### config.mk
export PLATFORM = sky130hd
export DESIGN_NAME = sync_video_aligner
export DESIGN_NICKNAME = d
export VERILOG_FILES = /design/src/rtl/sync_video_aligner.sv
export SDC_FILE = /design/constraint.sdc
export NUM_CORES = 1
export LEC_CHECK = 0
export ABC_AREA = 1
export BUFFER_PORTS_ARGS = -buffer_cell sky130_fd_sc_hd__buf_4
export CORE_MARGIN = 2
export CORE_UTILIZATION = 60
export DETAILED_ROUTE_END_ITERATION = 12
export PLACE_DENSITY_LB_ADDON = 0.05
export SLEW_MARGIN = 40
export SYNTH_ARGS = -nofsm -noshare
export SYNTH_HDL_FRONTEND = slang
export SYNTH_SLANG_ARGS = --single-unit
### constraint.sdc
create_clock -name clk -period 3.4 [get_ports clk]
set_clock_uncertainty 0.2 [all_clocks]
set_input_delay 0 -clock clk [delete_from_list [all_inputs] [get_ports clk]]
set_output_delay 0 -clock clk [all_outputs]
set_load 0.01 [all_outputs]
### src/rtl/sync_video_aligner.sv
module sync_video_aligner #(
  parameter int W = 10
) (
  input  logic         clk,
  input  logic         rst_n,
  input  logic         sync_in,
  input  logic [W-1:0] y_in,
  input  logic [W-1:0] cb_in,
  input  logic [W-1:0] cr_in,
  input  logic [2:0]   y_code,
  input  logic [2:0]   cb_code,
  output logic         sync_out,
  output logic [W-1:0] y_out,
  output logic [W-1:0] cb_out,
  output logic [W-1:0] cr_out
);
  localparam int M = 3;
  localparam int D = 2 * M;

  logic         sync_q;
  logic [2:0]   act_y, act_cb;
  logic [M-1:0] sync_pipe;
  logic [W-1:0] y_tap  [0:D];
  logic [W-1:0] cb_tap [0:D];
  logic [W-1:0] cr_tap [0:M];

  function automatic logic [2:0] tap_of(input logic [2:0] c);
    if (!c[2])               return 3'(M) + {1'b0, c[1:0]};
    else if (c[1:0] == 2'd0) return 3'(M);
    else                     return 3'(M) - (3'd4 - {1'b0, c[1:0]});
  endfunction

  wire line_start = sync_in && !sync_q;

  always_ff @(posedge clk) begin
    if (!rst_n) begin
      sync_q <= 1'b0;
      act_y  <= 3'd0;
      act_cb <= 3'd0;
    end else begin
      sync_q <= sync_in;
      if (line_start) begin
        act_y  <= y_code;
        act_cb <= cb_code;
      end
    end
  end

  assign y_tap[0]  = y_in;
  assign cb_tap[0] = cb_in;
  assign cr_tap[0] = cr_in;

  always_ff @(posedge clk) begin
    if (!rst_n) begin
      sync_pipe <= '0;
      for (int i = 1; i <= D; i++) begin
        y_tap[i]  <= '0;
        cb_tap[i] <= '0;
      end
      for (int i = 1; i <= M; i++) cr_tap[i] <= '0;
    end else begin
      sync_pipe <= {sync_pipe[M-2:0], sync_in};
      for (int i = 1; i <= D; i++) begin
        y_tap[i]  <= y_tap[i-1];
        cb_tap[i] <= cb_tap[i-1];
      end
      for (int i = 1; i <= M; i++) cr_tap[i] <= cr_tap[i-1];
    end
  end

  assign sync_out = sync_pipe[M-1];
  assign cr_out   = cr_tap[M];
  assign y_out    = y_tap[tap_of(act_y)];
  assign cb_out   = cb_tap[tap_of(act_cb)];
endmodule


* Word-level counts from Yosys, hierarchy flattened
Index checks and enable logic that the tools add are counted.
Storage, ports and cells: register bits after elaboration 160, input port bits 39, output and inout bits 31, word-level logic and storage cells 43
Cells by class: add/sub/neg operators 6, order comparisons 2, mux-type cells 10, bitwise operators 2, reductions and logical operators 4
Operators by type and width (number):
- $bmux 10 s3 | 2
- $mux 10 | 4
- $mux 3 | 4
- $ge 4x4->1 const B | 2
- $not 3->4 | 2
- $add 2x2->3 const A | 2
- $sub 2x3->3 const A | 2
- $sub 3x2->3 const A | 2
- $logic_not 2->1 | 2
- $logic_and 1x1->1 | 1
- $logic_not 1->1 | 1

* Longest topological paths before layout
depth after elaboration 8, depth in mapped cells 10, gate-level depth less buffers 8

* Worst setup path after synthesis
No wires, ideal clock.
path type flip-flop to output port, start point reg act_cb[0], end point out cb_out[0], data arrival time 1.463 ns, data required time 3.200 ns, slack 1.737 ns, cell stages (with the launch flop) 9, buffers on the path 1, path through dfxtp_1 -> inv_2 -> buf_2 -> ha_1 -> nor2_2 -> nand2_1 -> nand2_1 -> nand2_1 -> nand2_1
Between the ends: longest elaborated chain between the ends 8, elaborated cells on any way between the ends 10
Ends and longest elaborated chain:
- from (decl) | RTL line 21 | logic [2:0] act_y, act_cb;
- from (signal assigned) | RTL line 44 | act_cb <= cb_code;
- $sub 3x2->3 | RTL line 30 | else return 3'(M) - (3'd4 - {1'b0, c[1:0]});
- $sub 2x3->3 | RTL line 30
- $mux 3 | RTL line 29 | else if (c[1:0] == 2'd0) return 3'(M);
- $mux 3 * | RTL line 28 | if (!c[2]) return 3'(M) + {1'b0, c[1:0]};
- $not 3->4 (implied by the code) * | RTL line 74 | assign cb_out = cb_tap[tap_of(act_cb)];
- $bmux 10 s3 * | RTL line 74
- $mux 10 (implied by the code) * (2 in a row) | RTL line 74
- to (decl) | RTL line 14 | output logic [W-1:0] cb_out,
Mark *: on every way between the ends. The rest lies on a longest branch, timed or not. The select of a mux whose other input is x is not followed.

* Worst setup path in the final report
start point reg act_cb[0], end point out cb_out[1]
The elaborated chain is that of the path after synthesis.

==> results_dict.tcl <==
set metrics [dict create \
    cpMaxStageDelayCell "nand2_1" \
    holdCritStartpoint "cb_tap[53]" \
    yosys_register_bits 159 \
    synthCells 971 \
    num_rows 38 \
    drt_pass1_iterations 6 \
    cts_buffers 17 \
    ctsResizeCount 0 \
    max_clock_freq_mhz 369 \
    r2r-start "sync_pipe[0]" \
    wl_um 15100 \
    critPathMaxFanout 32 \
    p_sw_mw 1.10 \
    cts_tree "yes" \
    dp_hpwl_um 7550 \
    antenna_found_initial 0 \
    diodes 0 \
    cp-end-kind "output port" \
    hold_path.class "flip-flop to flip-flop" \
    p_leak_nw 5.16 \
    drv_slew 0 \
    wire_per_inst_um 12.0 \
    drive_gt1_frac 0.104 \
    highest-signal-layer "met4" \
    viasPerCell 4.42 \
    intPower_mw 3.29 \
    worstSetupPathType "flip-flop to output port" \
    port_buffers 69 \
    grt_pass1_wl_um 25300 \
    clk_latency_ps 530 \
    synth_nets 1014 \
    finalHoldViolCount 0 \
    status "completed" \
    post_cts_buffers 0 \
    crit_top_cell "nand2_1" \
    synth-main-ff-cell "dfxtp_1" \
    first_global_vias 5519 \
    setup_viol_count_final 0 \
    nets 1150 \
    ys_seq_area_frac 0.490 \
    initial_core_util 0.608 \
    path_clk_slew_ps 60 \
    grt_max_degree 86 \
    dieArea_um2 11700 \
    track_usage 0.280 \
    dr.first_iter.drc_count 449 \
    fill_cells 739 \
    route.detailed.drc 0 \
    synth_edf_count 0 \
    h-tree-depth 4 \
    ff2ff_path_depth 5 \
    ant_nets 0 \
    layout.cells.non_filler 1259 \
    clk_path_buf_depth 2 \
    synthTopCellsByArea "dfxtp_1, nand2_1, inv_1, nand3_1, buf_4" \
    fp.coreArea_um2 10700 \
    async_flop_share 0 \
    yosysUniqueCellTypes 15 \
    path_cells "inv_2 > buf_4 > ha_1 > or2_1 > nand2_1 > inv_2 > nand2_1 > nand2_1 > buf_4" \
    comb_power_share 0.133 \
    cts.sinks 159 \
    yosysWarnings 0 \
    yosysMostFrequentCell "nand2_1" \
    crit_start "act_cb[0]" \
    fin_crit_sh 0.796 \
    vias 5562 \
    syn_area_um2 6500 \
    min_path_cells 2 \
    placed_cells 1139 \
    postCtsHoldBufs 89 \
    holdPathEnd "cb_tap[43]" \
    synth_common_cells "nand2_1, inv_1, dfxtp_1, nand3_1, buf_2" \
    ctsRootBufferMaster "clkbuf_8" \
    startpoint_type "flip-flop" \
    p_clk_frac 0.424 \
    cellPowerDensity_nw_per_um2 522 \
    max_stage_delay_ps 360 \
    timing.rr.end "act_cb[2]" \
    wl_met3_um 963 \
    num_io_pins 70 \
    synth_top_cell_by_area "dfxtp_1" \
    slew_headroom 0.467 \
    syn-mean-instance-area_um2 6.69 \
    cap_violations 0 \
    ir_worst_vdd_mv 0.410 \
    fin_crit_ps 2710 \
    switching_share 0.251 \
    fp.dieH_um 108 \
    wl_met2_um 6920 \
    power_frac_seq 0.443 \
    rsz0062_at_grt "no" \
    globalplace.congestion 0.812 \
    worst_pin_slew_ps 799 \
    yosysTopAreaCellShare 0.490 \
    grt_overflow 0 \
    reg2reg_slack_ps 1560 \
    wl_met1_um 6980 \
    area_growth_pct 29.5 \
    cp.required_ps 3200 \
    fp.dieW_um 108 \
    fin_setup_tns_ps 0 \
    worstPathArrival_ps 2510 \
]
logic make-up (layout without fill, tap and decap cells):
group	after synthesis	in the layout	synth area share
AO/OA/AOI/OAI	10	10	0.00770
buffers and inverters	332	480	0.212
adder cells (fa/ha/maj)	4	4	0.00770
flip-flops	159	159	0.490
AND/OR/NAND/NOR	466	466	0.283
cell type report:
cell class              count  area, µm²  share of cell area
multi-input cells         480       1940               0.231
clock inverters            10        111              0.0132
flip-flops and latches    159       3180               0.378
clock buffers              21        469              0.0558
repair buffers            166       1470               0.175
inverters                 283       1060               0.126
well taps                 140        175              0.0208
state kept, by name, summed over array words and instances (netlist names):
register	count
cr_out	10
cr_tap	20
act_y	3
cb_tap	60
sync_pipe	3
y_tap	60
act_cb	3
layout by cell type, fill, tap and decap left out:
cell           count
ha_1               4
dlygate4sd3_1     89
o21ai_0            6
nor2_1             4
inv_1            277
buf_4             76
clkinv_4           3
nand3_1           60
inv_2              6
or2_1              2
nand3b_1           2
bufinv_16          2
nor2_2             2
clkbuf_16         16
nand2_1          396
clkinv_2           5
a21oi_1            4
clkbuf_8           5
buf_6              1
dfxtp_1          159
worst max-delay path, delay by kind of cell (launching register included):
family	cells	cell delay (ps)
AND/OR/NAND/NOR	4	750
buffers and inverters	4	610
flip-flops	1	350
adder cells (fa/ha/maj)	1	250
metrics by stage:
| stage | setup WS [ps] | instance area [µm²] | hold WS (ps) | util | power, mW |
|---|---|---|---|---|---|
| 3_5_place_dp | 1240 | 6940 | -15.9 | 0.649 | 2.47 |
| 4_1_cts | 669 | 8410 | 210 | 0.786 | 4.39 |
| 5_1_grt | 507 | 8420 | 227 | 0.787 | 4.57 |
| 6_report | 692 | 8420 | 222 | 0.787 | 4.39 |
| 2_1_floorplan | 1740 | 6500 | -107 | - | 2.31 |
| 3_3_place_gp | 1260 | 6940 | -20.4 | 0.649 | 2.47 |
routing by layer:
layer / track usage / vias up
li1: - / 2948
met5: 0 / -
met4: 0.113 / 0
met3: 0.0735 / 30
met1: 0.361 / 2422
met2: 0.448 / 162
worst max-delay path by stage:
stage / cells after the start / to
global placement: 9 / cb_out[0]
global route: 9 / cb_out[8]
floorplan: 8 / cb_out[0]
detailed placement: 9 / cb_out[1]
finish: 9 / cb_out[1]
CTS: 9 / cb_out[1]
power groups by stage:
stage	combinational, mW	sequential, mW	clock [mW]
final	0.584	1.95	1.86
after global routing	0.656	1.95	1.96
after global placement	0.480	1.98	0
after CTS	0.565	1.94	1.88
after floorplan	0.331	1.98	0
after detailed placement	0.483	1.99	0
(Power assumes the default switching activity.)
